===== config.mk =====
export PLATFORM = sky130hd
export DESIGN_NAME = wor_rx_gate
export DESIGN_NICKNAME = d
export VERILOG_FILES = /design/src/rtl/wor_pkg.sv /design/src/rtl/wor_win_timer.sv /design/src/rtl/wor_wake_timer.sv /design/src/rtl/wor_bg_avg.sv /design/src/rtl/wor_rx_gate.sv
export SDC_FILE = /design/constraint.sdc
export NUM_CORES = 1
export LEC_CHECK = 0
export BUFFER_PORTS_ARGS = -buffer_cell sky130_fd_sc_hd__clkbuf_2
export CORE_MARGIN = 2
export CORE_UTILIZATION = 35
export CTS_BUF_LIST = sky130_fd_sc_hd__clkbuf_16
export DETAILED_ROUTE_END_ITERATION = 16
export SYNTH_ARGS = -nofsm -noshare
export SYNTH_HDL_FRONTEND = slang
export SYNTH_SLANG_ARGS = --single-unit

===== constraint.sdc =====
create_clock -name clk -period 5.4 [get_ports clk]
set_input_delay 0.54 -clock clk [delete_from_list [all_inputs] [get_ports clk]]
set_output_delay 0.54 -clock clk [all_outputs]
set_load 0.05 [all_outputs]

===== src/rtl/wor_pkg.sv =====
package wor_pkg;

    typedef enum logic [2:0] {
        ST_SLEEP  = 3'd0,
        ST_REF    = 3'd1,
        ST_SYN    = 3'd2,
        ST_SETTLE = 3'd3,
        ST_MEAS   = 3'd4,
        ST_PRE    = 3'd5,
        ST_DELIM  = 3'd6,
        ST_PKT    = 3'd7
    } wor_state_e;

    typedef struct packed {
        wor_state_e state;
        logic       irq;
    } wor_fsm_t;

endpackage


===== src/rtl/wor_win_timer.sv =====
module wor_win_timer #(
    parameter int CW = 16
) (
    input  logic          clk,
    input  logic          rst_n,
    input  logic          load,
    input  logic [CW-1:0] load_val,
    output logic          zero
);
    logic [CW-1:0] cnt_d, cnt_q;

    always_comb begin
        cnt_d = cnt_q;
        if (load) begin
            cnt_d = load_val;
        end else if (cnt_q != '0) begin
            cnt_d = cnt_q - 1'b1;
        end
    end

    always_ff @(posedge clk or negedge rst_n) begin
        if (!rst_n) cnt_q <= '0;
        else        cnt_q <= cnt_d;
    end

    assign zero = (cnt_q == '0);
endmodule


===== src/rtl/wor_wake_timer.sv =====
module wor_wake_timer #(
    parameter int PW = 16
) (
    input  logic          clk,
    input  logic          rst_n,
    input  logic          en,
    input  logic          tick,
    input  logic [PW-1:0] period,
    output logic          fire
);
    logic [PW-1:0] cnt_d, cnt_q;
    logic [PW:0]   eff_per;
    logic [PW:0]   nxt;

    always_comb begin
        eff_per = (period == '0) ? {{PW{1'b0}}, 1'b1} : {1'b0, period};
        nxt     = {1'b0, cnt_q} + 1'b1;
        fire    = en && tick && (nxt >= eff_per);
        cnt_d   = cnt_q;
        if (!en || fire) begin
            cnt_d = '0;
        end else if (tick) begin
            cnt_d = nxt[PW-1:0];
        end
    end

    always_ff @(posedge clk or negedge rst_n) begin
        if (!rst_n) cnt_q <= '0;
        else        cnt_q <= cnt_d;
    end
endmodule


===== src/rtl/wor_bg_avg.sv =====
module wor_bg_avg #(
    parameter int RW = 8,
    parameter int KW = 3
) (
    input  logic          clk,
    input  logic          rst_n,
    input  logic          upd,
    input  logic [RW-1:0] sample,
    input  logic [KW-1:0] shift,
    output logic [RW-1:0] avg
);
    logic [RW-1:0] avg_d, avg_q;
    logic signed [RW:0] diff;
    logic signed [RW:0] step;
    logic signed [RW:0] sum;

    always_comb begin
        diff  = $signed({1'b0, sample}) - $signed({1'b0, avg_q});
        step  = diff >>> shift;
        sum   = $signed({1'b0, avg_q}) + step;
        avg_d = upd ? sum[RW-1:0] : avg_q;
    end

    always_ff @(posedge clk or negedge rst_n) begin
        if (!rst_n) avg_q <= '0;
        else        avg_q <= avg_d;
    end

    assign avg = avg_q;
endmodule


===== src/rtl/wor_rx_gate.sv =====
module wor_rx_gate
    import wor_pkg::*;
#(
    parameter int RW = 8,
    parameter int PW = 16,
    parameter int CW = 16,
    parameter int KW = 3
) (
    input  logic          clk,
    input  logic          rst_n,
    input  logic          wake_tick,
    input  logic          ref_ready,
    input  logic          synth_ready,
    input  logic [RW-1:0] rssi_val,
    input  logic          rssi_vld,
    input  logic          pre_det,
    input  logic          delim_det,
    input  logic          pkt_done,
    input  logic          pkt_crc_ok,
    input  logic [PW-1:0] cfg_wake_period,
    input  logic          cfg_gate_en,
    input  logic [RW-1:0] cfg_abs_thr,
    input  logic [RW-1:0] cfg_rel_thr,
    input  logic [KW-1:0] cfg_avg_shift,
    input  logic [CW-1:0] cfg_settle,
    input  logic [CW-1:0] cfg_pre_win,
    input  logic [CW-1:0] cfg_delim_win,
    output logic          ref_en,
    output logic          synth_en,
    output logic          rx_en,
    output logic          host_irq,
    output logic [2:0]    state_o,
    output logic [RW-1:0] bg_avg_o
);
    localparam int SW = RW + 1;

    wor_fsm_t      fsm_d, fsm_q;
    logic          wake_fire;
    logic          tmr_load;
    logic [CW-1:0] tmr_val;
    logic          tmr_zero;
    logic          avg_upd;
    logic [SW-1:0] rel_lvl;
    logic          abs_ok;
    logic          rel_ok;

    wor_wake_timer #(.PW(PW)) wake_i (
        .clk    (clk),
        .rst_n  (rst_n),
        .en     (fsm_q.state == ST_SLEEP),
        .tick   (wake_tick),
        .period (cfg_wake_period),
        .fire   (wake_fire)
    );

    wor_win_timer #(.CW(CW)) win_i (
        .clk      (clk),
        .rst_n    (rst_n),
        .load     (tmr_load),
        .load_val (tmr_val),
        .zero     (tmr_zero)
    );

    wor_bg_avg #(.RW(RW), .KW(KW)) avg_i (
        .clk    (clk),
        .rst_n  (rst_n),
        .upd    (avg_upd),
        .sample (rssi_val),
        .shift  (cfg_avg_shift),
        .avg    (bg_avg_o)
    );

    always_comb begin
        rel_lvl = {1'b0, bg_avg_o} + {1'b0, cfg_rel_thr};
        abs_ok  = (rssi_val > cfg_abs_thr);
        rel_ok  = ({1'b0, rssi_val} >= rel_lvl);
    end

    always_comb begin
        fsm_d     = fsm_q;
        fsm_d.irq = 1'b0;
        tmr_load  = 1'b0;
        tmr_val   = '0;
        avg_upd   = 1'b0;
        case (fsm_q.state)
            ST_SLEEP: begin
                if (wake_fire) fsm_d.state = ST_REF;
            end
            ST_REF: begin
                if (ref_ready) fsm_d.state = ST_SYN;
            end
            ST_SYN: begin
                if (synth_ready) begin
                    fsm_d.state = ST_SETTLE;
                    tmr_load    = 1'b1;
                    tmr_val     = cfg_settle;
                end
            end
            ST_SETTLE: begin
                if (tmr_zero) begin
                    if (cfg_gate_en) begin
                        fsm_d.state = ST_MEAS;
                    end else begin
                        fsm_d.state = ST_PRE;
                        tmr_load    = 1'b1;
                        tmr_val     = cfg_pre_win;
                    end
                end
            end
            ST_MEAS: begin
                if (rssi_vld) begin
                    if (abs_ok && rel_ok) begin
                        fsm_d.state = ST_PRE;
                        tmr_load    = 1'b1;
                        tmr_val     = cfg_pre_win;
                    end else begin
                        fsm_d.state = ST_SLEEP;
                        avg_upd     = 1'b1;
                    end
                end
            end
            ST_PRE: begin
                if (pre_det) begin
                    fsm_d.state = ST_DELIM;
                    tmr_load    = 1'b1;
                    tmr_val     = cfg_delim_win;
                end else if (tmr_zero) begin
                    fsm_d.state = ST_SLEEP;
                end
            end
            ST_DELIM: begin
                if (delim_det) begin
                    fsm_d.state = ST_PKT;
                end else if (tmr_zero) begin
                    fsm_d.state = ST_SLEEP;
                end
            end
            ST_PKT: begin
                if (pkt_done) begin
                    fsm_d.state = ST_SLEEP;
                    fsm_d.irq   = pkt_crc_ok;
                end
            end
            default: fsm_d.state = ST_SLEEP;
        endcase
    end

    always_ff @(posedge clk or negedge rst_n) begin
        if (!rst_n) begin
            fsm_q.state <= ST_SLEEP;
            fsm_q.irq   <= 1'b0;
        end else begin
            fsm_q <= fsm_d;
        end
    end

    assign state_o  = fsm_q.state;
    assign host_irq = fsm_q.irq;
    assign ref_en   = (fsm_q.state != ST_SLEEP);
    assign synth_en = (fsm_q.state != ST_SLEEP) && (fsm_q.state != ST_REF);
    assign rx_en    = (fsm_q.state >= ST_SETTLE);
endmodule


### Yosys cells after proc, flatten, opt, wreduce, memory -nomap -nowiden

Cells that the tools add are included.
Widths: inputs -> output; s select.

| storage, ports and cells | value |
|---|---|
| register bits | 44 |
| input port bits | 102 |
| logic and storage cells | 78 |

| cells by class | value |
|---|---|
| $lt $le $gt $ge | 4 |
| equality and inequality tests | 14 |
| muxes and demuxes | 35 |
| $add $sub $neg | 5 |
| shift operators | 1 |
| reductions and logical operators | 14 |

Operator list:

| cell | number |
|---|---|
| $mux 16 | 11 |
| $pmux 16 s4 | 1 |
| $logic_not 16->1 | 2 |
| $mux 3 | 9 |
| $pmux 3 s8 | 1 |
| $add 16x1->17 const B | 1 |
| $ge 17x17->1 | 1 |
| $reduce_bool 16->1 | 1 |
| $sub 16x1->16 const B | 1 |
| $eq 3x3->1 const B | 4 |
| $ne 2x2->1 const B | 6 |
| $mux 1 | 11 |
| $add 8x8->9 | 1 |
| $ge 8x9->1 | 1 |
| $sshr 9x3->8 | 1 |
| $sub 8x8->9 | 1 |
| $add 8x8->8 | 1 |
| $gt 8x8->1 | 1 |
| $eq 3x2->1 const B | 2 |
| $reduce_and 6->1 | 1 |
| $logic_and 1x1->1 | 4 |
| $mux 4 | 1 |
| $pmux 1 s4 | 1 |
| $reduce_bool 2->1 | 2 |
| other kinds (7) | 7 |

### Logic depth before layout (Yosys ltp)

| logic depth | value |
|---|---|
| depth in word-level cells | 7 |
| gate-level depth with buffers | 20 |
| mapped depth without buffers | 20 |

### By module

A second synthesis with hierarchy kept.

| second synthesis, totals | value |
|---|---|
| cell total of the unflattened synthesis | 596 |
| area total of the unflattened synthesis | 4981.0 um^2 |

By module, submodules not included:

| module | seq. area each (um^2) | cells each | area an instance (um^2) | instances |
|---|---|---|---|---|
| wor_wake_timer | 400.4 | 169 | 1412.6 | 1 |
| wor_rx_gate | 100.1 | 186 | 1365.1 | 1 |
| wor_bg_avg | 200.2 | 137 | 1197.4 | 1 |
| wor_win_timer | 400.4 | 104 | 1006.0 | 1 |

### Worst setup path before layout

Ideal clock, no wire load.

| path | value |
|---|---|
| path type | reg2reg |
| start point | reg avg_i.avg_q[1] (netlist: avg_i.avg[1]) |
| end point | reg avg_i.avg_q[6] (netlist: avg_i.avg[6]) |
| period minus slack after synthesis | 4236 ps |
| cell stages (with the launch flop) | 19 |
| setup slack | 1164 ps |
| library setup time | 83 ps |
| path buffers | 0 |
| arrival | 4153 ps |
| cells stage by stage | dfrtp_1 -> inv_1 -> fa_1 -> a211oi_1 -> o21ai_0 -> a21oi_1 -> xnor2_1 -> mux4_2 -> inv_1 -> a21oi_1 -> ha_1 -> fa_1 -> a21o_1 -> a21o_1 -> a21o_1 -> a21oi_1 -> xnor2_1 -> nand2_1 -> o21ai_0 |

| on the way | value |
|---|---|
| longest elaborated chain between the ends | 6 |

RTL lines:

| item | line | RTL |
|---|---|---|
| from (decl) | wor_bg_avg.sv:12 | `logic [RW-1:0] avg_d, avg_q;` |
| from (signal assigned) | wor_bg_avg.sv:26 | `else avg_q <= avg_d;` |
| $add 8x8->9 | wor_rx_gate.sv:74 | `rel_lvl = {1'b0, bg_avg_o} + {1'b0, cfg_rel_thr};` |
| $ge 8x9->1 | wor_rx_gate.sv:76 | `rel_ok = ({1'b0, rssi_val} >= rel_lvl);` |
| $logic_and 1x1->1 | wor_rx_gate.sv:112 | `if (abs_ok && rel_ok) begin` |
| $mux 1 | wor_rx_gate.sv:112 |  |
| $mux 1 | wor_rx_gate.sv:111 | `if (rssi_vld) begin` |
| $mux 1 | wor_rx_gate.sv:85 | `case (fsm_q.state)` |

Parallel ways exist; a longest one is shown, timed or not.
A chain may end at the register's enable or synchronous reset.

### Worst setup path after layout

| path | value |
|---|---|
| start point | reg avg_i.avg_q[0] (netlist: avg_i.avg[0]) |
| end point | reg avg_i.avg_q[6] (netlist: avg_i.avg[6]) |

Same word-level chain as after synthesis.

==> results.md <==
- Warnings from Yosys: 0
- Slew @ Worst Pin: 0.872 ns
- Vias: 4,588
- Fill cells: 1,370
- Rel. slew slack: 41.9%
- Total grt overflow: 0
- Slew Viols, Final: 0
- CP Capture Type: flip-flop
- First-pass detailed-route iteration total: 4
- Boundary pin count: 117
- RSZ-0062 raised after global routing: false
- Worst setup SP type: flip-flop
- CTS tree: built
- Crit path cell chain: ha_1 > inv_1 > fa_1 > a211oi_1 > o21ai_0 > a21oi_1 > xnor2_1 > mux4_2 > inv_1 > a21oi_1 > ha_1 > fa_1 > a21o_1 > a21o_1 > a21o_1 > a21oi_1 > xnor2_1 > nand2_1 > o21ai_0
- Area growth, synth to finish: 18.3%
- Core ar.: 13,300 µm²
- Die area: 14,700 µm²
- Postcts setup bufs: 0
- Yosys reg bits: 44
- Status: complete, no violations
- DP Area: 5540 µm²
- Synth Instances: 590
- Synth Area in Adders: 16.0%
- Port bufs: 116
- Register area: 1100 µm²
- Multi-input gate area: 3430 µm²
- Final worst path period share: 79.4%
- Critical Path RT: 5.60 ns
- Ys flop type: dfrtp_1
- CP max-delay cell: mux4_2
- Hold_buf cts: 0
- Die H: 121 µm
- Final ANT Viol Nets: 0
- Nets: 855
- Asr flop ratio synth: 100%
- Synth unique cells: 63
- Die Span X: 121 µm
- Final Routed Wirelength: 12.4 mm
- PwrDens: 485 nW/µm²
- Setup TNS: 0 ns
- Synth Area in XOR/XNOR: 7.26%
- Cell Rows: 42
- H-tree depth: 2
- Setup CP Type: reg -> reg
- Syn_area_per_cell: 8.18 µm²
- Clk buf depth: 2
- Final Critical Period: 4.29 ns
- CTS sink count: 44
- CTS Buf Count: 5
- Post-synth net total: 752
- Clock skew: 0.00798 ns
- All-Layer GR Usage: 17.3%
- Main combinational cell family by area after synthesis: simple AND/OR/NAND/NOR gates
- Simple-gate area share of the yosys netlist: 22.0%
- Global-route wire length before repair: 20.8 mm
- Post-DP HPWL: 10.2 mm
- Number of global-route vias before repair: 4,380
- Clk pin slew, worst setup/hold paths: 0.07 ns
- Clock latency on the worst-skew pair: 0.28 ns
- Inst Count DP: 862
- Maxcap violations: 0
- WL per Instance: 14.3 µm
- Layout Cells excl Fill: 870
- Antenna violations before repair: 0
- Worst VDD drop: 0.155 mV
- Vias per cell: 5.27
- Commonest non-fill, non-tap cells in the layout: clkbuf_2 (116), ha_1 (57), nand2_1 (55)
- Most common cell after layout, fill and taps aside: clkbuf_2
- Slowest stage delay, CP: 0.50 ns
- Drc violations: 0
- Largest net degree at the start of global routing: 45
- Mux cell area share after synthesis: 4.23%
- Final hold violations: 0
- CP arrival: 4.48 ns
- EDFF count, synth: 0
- Lkg Pwr: 0.00276 µW
- Root buffer cell: clkbuf_16
- Post-CTS Resized: 0
- Compound-cell area share of the yosys netlist: 21.5%
- Layout Cell Area excl Fill: 5710 µm²
- Share of layout cells above drive strength 1: 20.9%
- Register area share after synthesis: 22.8%
- Initial DRC count: 184
- Endpoints failing setup: 0
- Smallest hold slack: 0.327 ns
- Ant diodes: 0
- Crit Path Max Fanout: 5
- Initial Util: 36.2%
- Maximum clock rate: 0.233 GHz
- HP Class: in -> async
- Gpl congestion: 0.868
- Synthesized area: 4830 µm²
==> stage by stage <==
stage | power, µW | utilization, % | setup slack [ns]
after CTS | 2790 | 42.8 | 1.13
after global routing | 3040 | 42.8 | 0.738
final | 2770 | 42.8 | 1.11
after global placement | 2390 | 41.5 | 0.990
after floorplan | 2000 | - | 1.16
after detailed placement | 2430 | 41.5 | 0.921
==> state kept, by name, summed over array words and instances, names as in the netlist <==
signal / count
avg_i.avg: 8
host_irq: 1
state_o: 3
wake_i.cnt_q: 16
win_i.cnt_q: 16
==> cells in the mapped netlist, drive strengths merged, types with 4 or more instances <==
cell type / number / share of area, %
a21o: 15 / 2.5
nor2: 28 / 2.2
nand2: 55 / 4.3
o311ai: 4 / 0.73
o31ai: 7 / 1.1
inv: 50 / 3.9
mux2i: 8 / 1.7
buf: 9 / 1.2
nand2b: 9 / 1.2
or3: 5 / 0.75
xnor2: 27 / 4.9
o21a: 4 / 0.62
dfrtp: 44 / 23
nor3: 8 / 0.83
nor2b: 15 / 1.9
nor4: 13 / 2.3
a22oi: 16 / 2.5
a31oi: 5 / 0.65
and3: 8 / 1.0
ha: 57 / 15
nand3: 33 / 3.5
or2: 5 / 0.65
mux4: 4 / 1.9
xor2: 13 / 2.4
o21ai: 49 / 5.2
a21oi: 24 / 2.5
nand4: 10 / 1.3
clkbuf: 13 / 1.0
a211oi: 6 / 0.93
==> critical path: cells and delay by family (launching register included) <==
family | cells | cell delay (ns)
flops | 1 | 0.45
xor+xnor | 2 | 0.28
simple gates | 1 | 0.06
fa+ha+maj | 4 | 1.25
buf+inv | 2 | 0.12
mux | 1 | 0.50
compound gates | 9 | 1.52
==> cell families after synthesis <==
logic type                 count (synthesis)
xor gates and xnor gates                  40
buffers and inverters                     73
adders and majority gates                 60
muxes                                     15
AOI/OAI and AO/OA                        157
and+or+nand+nor                          201
DFF                                       44
==> final cells by class <==
cell class                      instances  share of cell area [%]
Clock buffer                            5                    2.19
Clock inverter                          3                   0.811
Inverter                               51                    3.35
Multi-Input combinational cell        473                    60.1
Sequential cell                        44                    19.3
Tap cell                              176                    3.86
Timing Repair Buffer                  118                    10.4
==> where the power goes <==
| group | internal (µW) | switching [µW] | total [µW] |
|---|---|---|---|
| sequential | 437 | 167 | 604 |
| clock | 220 | 128 | 348 |
| combinational | 782 | 1030 | 1820 |
==> routing by layer <==
metal	vias to the layer above	GRT usage (%)	wire length (µm)
met5	-	0	0
met4	0	3.09	138
met3	12	1.93	462
met2	110	30.2	5990
met1	2112	23.2	5820
li1	2354	-	-
==> final timing paths <==
check	start	cells after the start	to	slack [ns]
worst max register to register	avg_i.avg[0]$_DFFE_PN0P_	19	avg_i.avg[6]$_DFFE_PN0P_	1.11
max in group asynchronous	rst_n	2	win_i.cnt_q[6]$_DFFE_PN0P_	4.68
min in group clk	cfg_pre_win[3]	3	win_i.cnt_q[3]$_DFFE_PN0P_	0.47
worst max-delay path	avg_i.avg[0]$_DFFE_PN0P_	19	avg_i.avg[6]$_DFFE_PN0P_	1.11
worst min-delay path	rst_n	2	wake_i.cnt_q[3]$_DFFE_PN0P_	0.33
worst min register to register	wake_i.cnt_q[15]$_DFFE_PN0P_	2	wake_i.cnt_q[15]$_DFFE_PN0P_	0.50
Note: power is estimated with default switching activity, not from simulation.
